<file path="config.mk">
export PLATFORM = sky130hd
export DESIGN_NAME = dir_home_ctrl
export DESIGN_NICKNAME = d
export VERILOG_FILES = /design/src/rtl/dir_home_ctrl.sv
export SDC_FILE = /design/constraint.sdc
export NUM_CORES = 1
export LEC_CHECK = 0
export ABC_AREA = 1
export BUFFER_PORTS_ARGS = -buffer_cell sky130_fd_sc_hd__buf_2
export CORE_UTILIZATION = 30
export DETAILED_ROUTE_END_ITERATION = 10
export PLACE_DENSITY_LB_ADDON = 0.25
export RECOVER_POWER = 25
export SLEW_MARGIN = 20
export SYNTH_ARGS = -nofsm -noshare
export SYNTH_HDL_FRONTEND = slang
export SYNTH_SLANG_ARGS = --single-unit
</file>
<file path="constraint.sdc">
create_clock -name clk -period 5 [get_ports clk]
set_input_delay 0.5 -clock clk [delete_from_list [all_inputs] [get_ports clk]]
set_output_delay 0.5 -clock clk [all_outputs]
set_load 0.02 [all_outputs]
</file>
<file path="src/rtl/dir_home_ctrl.sv">
module dir_home_ctrl #(
  parameter int NUM_PROC = 4,
  parameter int NUM_BLK  = 16,
  parameter int DATA_W   = 16,
  localparam int PID_W = (NUM_PROC > 1) ? $clog2(NUM_PROC) : 1,
  localparam int BLK_W = (NUM_BLK > 1) ? $clog2(NUM_BLK) : 1
) (
  input  logic                clk,
  input  logic                rst_n,
  input  logic                req_valid,
  output logic                req_ready,
  input  logic [1:0]          req_type,
  input  logic [PID_W-1:0]    req_proc,
  input  logic [BLK_W-1:0]    req_blk,
  input  logic [DATA_W-1:0]   req_data,
  input  logic                fetch_rsp_valid,
  input  logic [DATA_W-1:0]   fetch_rsp_data,
  output logic                reply_valid,
  output logic [PID_W-1:0]    reply_proc,
  output logic [DATA_W-1:0]   reply_data,
  output logic                inv_valid,
  output logic [NUM_PROC-1:0] inv_mask,
  output logic                fetch_valid,
  output logic                fetch_inv,
  output logic [PID_W-1:0]    fetch_proc
);

  typedef enum logic [1:0] {BLK_NONE = 2'd0, BLK_SHRD = 2'd1, BLK_EXCL = 2'd2} blk_st_t;

  blk_st_t             st_q  [NUM_BLK];
  logic [NUM_PROC-1:0] hold_q[NUM_BLK];
  logic [DATA_W-1:0]   mem_q [NUM_BLK];

  logic             pend_q;
  logic             pend_wr_q;
  logic [PID_W-1:0] pend_proc_q;
  logic [BLK_W-1:0] pend_blk_q;

  function automatic logic [PID_W-1:0] first_holder(input logic [NUM_PROC-1:0] v);
    logic [PID_W-1:0] idx;
    idx = '0;
    for (int i = NUM_PROC - 1; i >= 0; i--)
      if (v[i]) idx = PID_W'(i);
    return idx;
  endfunction

  blk_st_t             cur_st;
  logic [NUM_PROC-1:0] cur_hold;
  logic [NUM_PROC-1:0] req_bit;
  logic [NUM_PROC-1:0] pend_bit;
  logic [NUM_PROC-1:0] others;
  logic                take;

  assign req_ready = !pend_q;
  assign take      = req_valid && !pend_q;
  assign cur_st    = st_q[req_blk];
  assign cur_hold  = hold_q[req_blk];
  assign req_bit   = NUM_PROC'(1) << req_proc;
  assign pend_bit  = NUM_PROC'(1) << pend_proc_q;
  assign others    = cur_hold & ~req_bit;

  always_ff @(posedge clk) begin
    if (!rst_n) begin
      for (int b = 0; b < NUM_BLK; b++) begin
        st_q[b]   <= BLK_NONE;
        hold_q[b] <= '0;
        mem_q[b]  <= '0;
      end
      pend_q      <= 1'b0;
      pend_wr_q   <= 1'b0;
      pend_proc_q <= '0;
      pend_blk_q  <= '0;
      reply_valid <= 1'b0;
      reply_proc  <= '0;
      reply_data  <= '0;
      inv_valid   <= 1'b0;
      inv_mask    <= '0;
      fetch_valid <= 1'b0;
      fetch_inv   <= 1'b0;
      fetch_proc  <= '0;
    end else begin
      reply_valid <= 1'b0;
      inv_valid   <= 1'b0;
      fetch_valid <= 1'b0;
      if (pend_q) begin
        if (fetch_rsp_valid) begin
          mem_q[pend_blk_q] <= fetch_rsp_data;
          reply_valid       <= 1'b1;
          reply_proc        <= pend_proc_q;
          reply_data        <= fetch_rsp_data;
          pend_q            <= 1'b0;
          if (pend_wr_q) begin
            hold_q[pend_blk_q] <= pend_bit;
            st_q[pend_blk_q]   <= BLK_EXCL;
          end else begin
            hold_q[pend_blk_q] <= hold_q[pend_blk_q] | pend_bit;
            st_q[pend_blk_q]   <= BLK_SHRD;
          end
        end
      end else if (take) begin
        case (req_type)
          2'd0, 2'd1: begin
            if (cur_st == BLK_EXCL) begin
              fetch_valid <= 1'b1;
              fetch_inv   <= req_type[0];
              fetch_proc  <= first_holder(cur_hold);
              pend_q      <= 1'b1;
              pend_wr_q   <= req_type[0];
              pend_proc_q <= req_proc;
              pend_blk_q  <= req_blk;
            end else begin
              reply_valid <= 1'b1;
              reply_proc  <= req_proc;
              reply_data  <= mem_q[req_blk];
              if (req_type[0]) begin
                inv_valid       <= (cur_st == BLK_SHRD) && (others != '0);
                inv_mask        <= (cur_st == BLK_SHRD) ? others : '0;
                hold_q[req_blk] <= req_bit;
                st_q[req_blk]   <= BLK_EXCL;
              end else begin
                hold_q[req_blk] <= cur_hold | req_bit;
                st_q[req_blk]   <= BLK_SHRD;
              end
            end
          end
          2'd2: begin
            if (cur_st == BLK_EXCL && cur_hold == req_bit) begin
              mem_q[req_blk]  <= req_data;
              hold_q[req_blk] <= '0;
              st_q[req_blk]   <= BLK_NONE;
            end
          end
          default: ;
        endcase
      end
    end
  end

endmodule


</file>
==> qor.csv, run 1 <==
stage,metric,value,unit
critical_path,crit_family,buffers and inverters,
power,p_leak,7.810,nW
power,p_per_area,348.7,mW/mm^2
synth,ys_warn_count,0,
floorplanning,die_area,0.06880,mm^2
drt,antenna_left,0,
global_route,grt_pass1_wl,91850,um
final_layout,mostFrequentLayoutCell,edfxtp_1,
floorplanning,row_count,95,
placement,portBuffers,72,
sta,fmax,223.7,MHz
synth,ys_seq_area_share,55.84,%
sta,fin_crit_sh,89.39,%
critical_path,critPathCapture,mem_q[9][10],
critical_path,crit_start,req_blk[0],
critical_path,reg2regPathDepth,16,
global_route,grt_pass1_vias,14617,
synth,ys_ff_latch,391,
sta,max-slew-margin-rel,-10.89,%
clocking,path_clk_slew,0.06,ns
placement,gp_congestion,0.8787,
clocking,cts_buffers,46,
clocking,clock_path_buffers,3,
synth,postSynthCellCount,1895,
sta,worst_pin_slew,1.663,ns
synth,netlist_area,0.02033,mm^2
critical_path,rr_endpoint,mem_q[9][10],
clocking,clock-root-buffer,clkbuf_16,
critical_path,crit_path_frequent_cell,clkbuf_2,
sta,setup_violations,0,
drt,drc,0,
critical_path,reg2reg_from,hold_q[5][1],
critical_path,crit_chain,buf_6 -> clkbuf_2 -> nand2_1 -> o211ai_1 -> nand3_1 -> nand3_1 -> nand2_2 -> nand3_4 -> clkbuf_2 -> mux2i_4 -> clkbuf_2 -> nor3_2,
sta,finClkSkew,0.04442,ns
critical_path,end_kind,flop,
global_route,antenna_found_initial,1,
drt,drt_iter0_drc,1245,
floorplanning,num_io_pins,73,
critical_path,r2r_slack,0.67,ns
power,power.total,7.889,mW
final_layout,fillers,6761,
clocking,post_cts_buffers,0,
placement,placed_cells,2753,
critical_path,critical-path-max-stage-delay,1.06,ns
synth,synth_top_area_share,52.00,%
power,ir_worst_vdd,0.2151,mV
global_route,grt.total_usage,17.48,%
sta,timing.hold.ws,0.2235,ns
clocking,cts_tree,done,
final_layout,diodes,0,
drt,wirelength,60870,um
status,status,finished with violations,
floorplanning,die_h,262.3,um
floorplanning,dieWidth,262.3,um
floorplanning,start_util,30.27,%
synth,synth_edf_count,352,
clocking,cts_sinks,391,
drt,vias,14850,
critical_path,cp_data_arrival_time,4.80,ns
synth,synth_area_leaders,"edfxtp_1, o21ai_0, nor3_2",
placement,dpl.hpwl,41220,um
synth,yosysTopAreaCell,edfxtp_1,
synth,synthArstFlopShare,0,%
final_layout,area_growth,11.30,%
global_route,grt.overflow.total,0,
synth,syn_avg_cell_area,10.73,um^2
critical_path,worstPathRequired,5.33,ns
critical_path,startpoint_type,input pin,
final_layout,layout-drive-gt1-share,22.94,%
global_route,grt_max_degree,98,
sta,rsz0062_at_grt,no,
drt,dr.pass1.iters,5,
critical_path,critPathKind,in2reg,
clocking,htreeDepth,2,
placement,placed_area,0.02133,mm^2
drt,routed_via_density,5.238,
sta,drv_slew,37,
clocking,postCtsResizedCells,0,
synth,syn-num-nets,1947,
sta,tns,0,ns
final_layout,fin_nets,1980,
final_layout,layout_common_cells,"edfxtp_1, nor2_1, o21ai_0",
drt,wl_per_cell,21.47,um
critical_path,path_buf_inv,4,
placement,dp_worst_setup_slack,0.1874,ns
sta,hold_viol_final,0,
status,violations,"max-capacitance violations, max-slew violations",
sta,layout_min_cycle_time,4.469,ns
sta,timing.final.ws_setup,0.5305,ns
critical_path,cp_slowest_cell,clkbuf_2,
hold_path,hold_path_class,in2reg,
clocking,clk_latency,0.60,ns
synth,ys.flop_type,edfxtp_1,
flow_run,max-cap-violations,1,
final_layout,fin_cells,2835,
clocking,postCtsHoldBufs,0,
critical_path,crit_path_max_fanout,76,
synth,synth_cell_types,44,
final_layout,final_core_utilization,33.69,%
critical_path,cp.depth,12,
floorplanning,coreArea,0.06716,mm^2
final_layout,design_area,0.02262,mm^2
## cells in the mapped netlist, types with 38 or more instances
library cell  count
nor3_2          121
nor2_1          252
nor2_2           99
clkbuf_1         83
buf_6            42
inv_1            64
o221ai_1         53
nor3_1           58
o211ai_1         38
edfxtp_1        352
nand3_1          66
dfxtp_1          39
nand2_1         164
o21ai_0         247
## cell families after synthesis
| kind of cell | after synthesis | synth area share (%) |
|---|---|---|
| AO/OA/AOI/OAI | 421 | 12.43 |
| adder cells (fa/ha/maj) | 8 | 0.4924 |
| buffers and inverters | 243 | 6.635 |
| flip-flops | 391 | 55.84 |
| multiplexers | 16 | 1.773 |
| AND/OR/NAND/NOR | 816 | 22.83 |
## layer usage
metal  track usage (%)  wire (um)
met1             23.24      26720
met2             29.08      29290
met3             2.511       3062
met4             6.010       1792
met5                 0          0
## registers in the layout, summed over array words and instances, names as in the netlist, named ones only
name	count
st_q	32
reply_valid	1
pend_blk_q	4
inv_mask	4
reply_proc	2
fetch_proc	2
mem_q	256
inv_valid	1
pend_proc_q	2
pend_wr_q	1
fetch_valid	1
pend_q	1
hold_q	64
reply_data	16
## where the power goes
part           switching [mW]  internal, mW  total [mW]  leakage (nW)
Combinational           0.608         0.200       0.808          3.13
Clock                    1.41          1.94        3.35         0.724
Sequential             0.0552          3.67        3.73          3.95
## tightest hold or removal path, stage by stage
cell and delay (ns):
buf_2 0.12, nand2_1 0.06, a31oi_1 0.07
## worst min path at each step
stage	startpoint	cells past startpoint	to	slack, ns
5_1_grt	fetch_rsp_data[14]	3	reply_data[14]	0.21
6_report	fetch_rsp_data[12]	3	reply_data[12]	0.22
4_1_cts	fetch_rsp_data[14]	3	reply_data[14]	0.19
3_5_place_dp	inv_mask[1]	2	inv_mask[1]	0.47
3_3_place_gp	inv_mask[1]	2	inv_mask[1]	0.46
2_1_floorplan	pend_proc_q[0]	2	reply_proc[0]	0.47
## cell type report
cell class | count | area (um^2) | share of cell area (%)
clock buffers | 58 | 1257 | 5.558
well taps | 873 | 1092 | 4.828
flip-flops and latches | 391 | 11350 | 50.18
multi-input cells | 1261 | 7492 | 33.12
inverters | 77 | 299.0 | 1.322
clock inverters | 24 | 240.2 | 1.062
repair buffers | 151 | 890.9 | 3.938
Power figures use the tool's default switching activity.
==> run 2, diff against run 1 <==
==> constraint.sdc (replaced) <==
create_clock -name clk -period 5.63 [get_ports clk]
set_input_delay 0.563 -clock clk [delete_from_list [all_inputs] [get_ports clk]]
set_output_delay 0.563 -clock clk [all_outputs]
set_load 0.02 [all_outputs]
==> run 2 against run 1 <==
The flow still finishes with violations (max-capacitance violations, max-slew violations). Power shrank 12%. Via count barely moved. Final cell count decreased by 0.63%. First-iteration DRC count fell by 6.6%. Utilization fell by 0.41 points. Clock skew down 0.017 ns. Non-clock buffer count decreased by 22. Largest cell class unchanged.
==> qor.csv, run 2 (same netlist as run 1, synthesis figures left out) <==
stage,metric,value,unit,change
drt,drc,0,,unchanged
sta,drv_slew,78,,was 37
drt,antenna_left,0,,unchanged
critical_path,reg2regPathDepth,18,,was 16
global_route,grt.total_usage,18.09,%,was 17.48%
power,p_per_area,311.2,mW/mm^2,was 348.7 mW/mm^2
critical_path,reg2reg_from,hold_q[5][1],,unchanged
final_layout,final_core_utilization,33.28,%,was 33.69%
floorplanning,die_h,262.3,um,unchanged
placement,placed_cells,2731,,was 2753
clocking,path_clk_slew,0.06,ns,about the same
final_layout,reg_top3,"mem_q x256, hold_q x64, st_q x32",,unchanged
critical_path,critPathKind,in2reg,,unchanged
sta,worst_pin_slew,1.727,ns,was 1.663 ns
hold_path,hold_path_class,in2reg,,unchanged
status,status,finished with violations,,unchanged
final_layout,fillers,6732,,was 6761
final_layout,layout_common_cells,"edfxtp_1, nor2_1, o21ai_0",,unchanged
floorplanning,row_count,95,,unchanged
power,power.total,6.955,mW,was 7.889 mW
critical_path,crit_path_max_fanout,77,,was 76
floorplanning,coreArea,0.06716,mm^2,unchanged
sta,setup_violations,0,,unchanged
final_layout,diodes,0,,unchanged
power,ir_worst_vdd,0.2086,mV,was 0.2151 mV
sta,tns,0,ns,unchanged
final_layout,fin_nets,1958,,was 1980
final_layout,layout-drive-gt1-share,20.99,%,was 22.94%
clocking,clock_path_buffers,3,,unchanged
sta,rsz0062_at_grt,no,,unchanged
critical_path,cp_data_arrival_time,5.13,ns,was 4.80 ns
power,p_leak,7.689,nW,was 7.810 nW
critical_path,crit_start,req_blk[0],,unchanged
critical_path,critPathCapture,hold_q[2][1],,was mem_q[9][10]
clocking,postCtsHoldBufs,0,,unchanged
sta,layout_min_cycle_time,4.857,ns,
critical_path,worstPathRequired,5.90,ns,was 5.33 ns
drt,wirelength,62960,um,was 60870 um
floorplanning,die_area,0.06880,mm^2,unchanged
sta,max-slew-margin-rel,-15.17,%,was -10.89%
global_route,antenna_found_initial,0,,was 1
final_layout,fin_cells,2817,,was 2835
clocking,postCtsResizedCells,0,,unchanged
clocking,cts_tree,done,,unchanged
drt,dr.pass1.iters,5,,unchanged
status,violations,"max-capacitance violations, max-slew violations",,unchanged
drt,routed_via_density,5.269,,was 5.238
sta,hold_viol_final,0,,unchanged
flow_run,max-cap-violations,3,,was 1
clocking,cts_buffers,46,,unchanged
critical_path,end_kind,flop,,unchanged
sta,finClkSkew,0.02746,ns,was 0.04442 ns
floorplanning,num_io_pins,73,,unchanged
floorplanning,start_util,30.27,%,unchanged
global_route,grt_pass1_vias,14853,,was 14617
clocking,clk_latency,0.59,ns,was 0.60 ns
global_route,grt_max_degree,85,,was 98
clocking,clock-root-buffer,clkbuf_16,,unchanged
placement,dpl.hpwl,41300,um,was 41220 um
final_layout,largest_reg_flops,256,,unchanged
global_route,grt.overflow.total,0,,unchanged
sta,fmax,205.9,MHz,
final_layout,area_growth,9.953,%,was 11.30%
final_layout,mostFrequentLayoutCell,edfxtp_1,,unchanged
critical_path,rr_endpoint,mem_q[5][9],,was mem_q[9][10]
critical_path,startpoint_type,input pin,,unchanged
clocking,cts_sinks,391,,unchanged
drt,vias,14842,,was 14850
clocking,htreeDepth,2,,unchanged
placement,portBuffers,72,,unchanged
critical_path,r2r_slack,0.87,ns,was 0.67 ns
global_route,grt_pass1_wl,95720,um,was 91850 um
final_layout,top_register,mem_q,,unchanged
clocking,post_cts_buffers,0,,unchanged
floorplanning,dieWidth,262.3,um,unchanged
drt,drt_iter0_drc,1163,,was 1245
sta,fin_crit_sh,86.27,%,
drt,wl_per_cell,22.35,um,was 21.47 um
placement,gp_congestion,0.8749,,was 0.8787
run 2: cell count changes in the layout (fill, tap and decap cells not counted), moves of 3 or more:
cell	before	now
nor2_1	266	291
nor2_2	85	60
buf_4	68	48
nor3_1	78	68
nor3_2	101	111
clkinv_2	6	9
nand2_1	164	167
nand3_1	66	69
run 2: worst min path at each step:
stage                 startpoint       endpoint  slack [ns]  cells past startpoint
2_1_floorplan     pend_proc_q[0]  reply_proc[0]        0.47                      2
3_3_place_gp           pend_wr_q      pend_wr_q        0.45                      2
3_5_place_dp           pend_wr_q      pend_wr_q        0.46                      2
4_1_cts        fetch_rsp_data[5]  reply_data[5]        0.26                      3
5_1_grt        fetch_rsp_data[5]  reply_data[5]        0.28                      3
6_report       fetch_rsp_data[5]  reply_data[5]        0.28                      3
run 2: per-layer routing:
metal  track usage [%]  wire (um)  up-vias
li1                  -          -     6805
met3             2.211       3028       88
met1             24.41      28130     7493
met4             4.928       1343        0
met2             30.55      30460      456
met5                 0          0        -
run 2: where the power goes:
| group | internal, mW | switching (mW) | total [mW] |
|---|---|---|---|
| logic | 0.168 | 0.545 | 0.713 |
| registers | 3.26 | 0.0463 | 3.31 |
| clock network | 1.67 | 1.27 | 2.93 |
run 2: area by class of cell:
type / instances / area (um^2) / share of cell area [%]
multi-input cells: 1261 / 7421 / 33.20
clock inverters: 27 / 203.9 / 0.9125
clock buffers: 59 / 1251 / 5.598
repair buffers: 129 / 732.0 / 3.275
flip-flops and latches: 391 / 11350 / 50.79
well taps: 873 / 1092 / 4.887
inverters: 77 / 299.0 / 1.338
run 2: worst max-delay path, stage by stage:
cell	delay, ns
buf_6	0.18
inv_4	0.20
buf_4	0.71
nand2_1	0.10
nand2_1	0.12
nand2_1	0.08
nand3_1	0.10
nand3_1	0.10
nand2_1	0.15
inv_1	0.12
nand2_1	0.13
nand3_1	0.49
nand3_1	0.56
nand2_1	0.09
o21ai_0	0.15
clkbuf_1	1.11
nor3_2	0.08
run 2: metrics by stage:
step / area, um^2 / hold slack (ns) / worst slack (ns)
after floorplan: 20330 / 0.4730 / 0.5549
after global placement: 21170 / 0.4473 / 0.6275
after detailed placement: 21170 / 0.4601 / 0.5846
after CTS: 22620 / 0.2588 / 1.165
after global routing: 22350 / 0.2835 / 0.3867
final: 22350 / 0.2827 / 0.7730
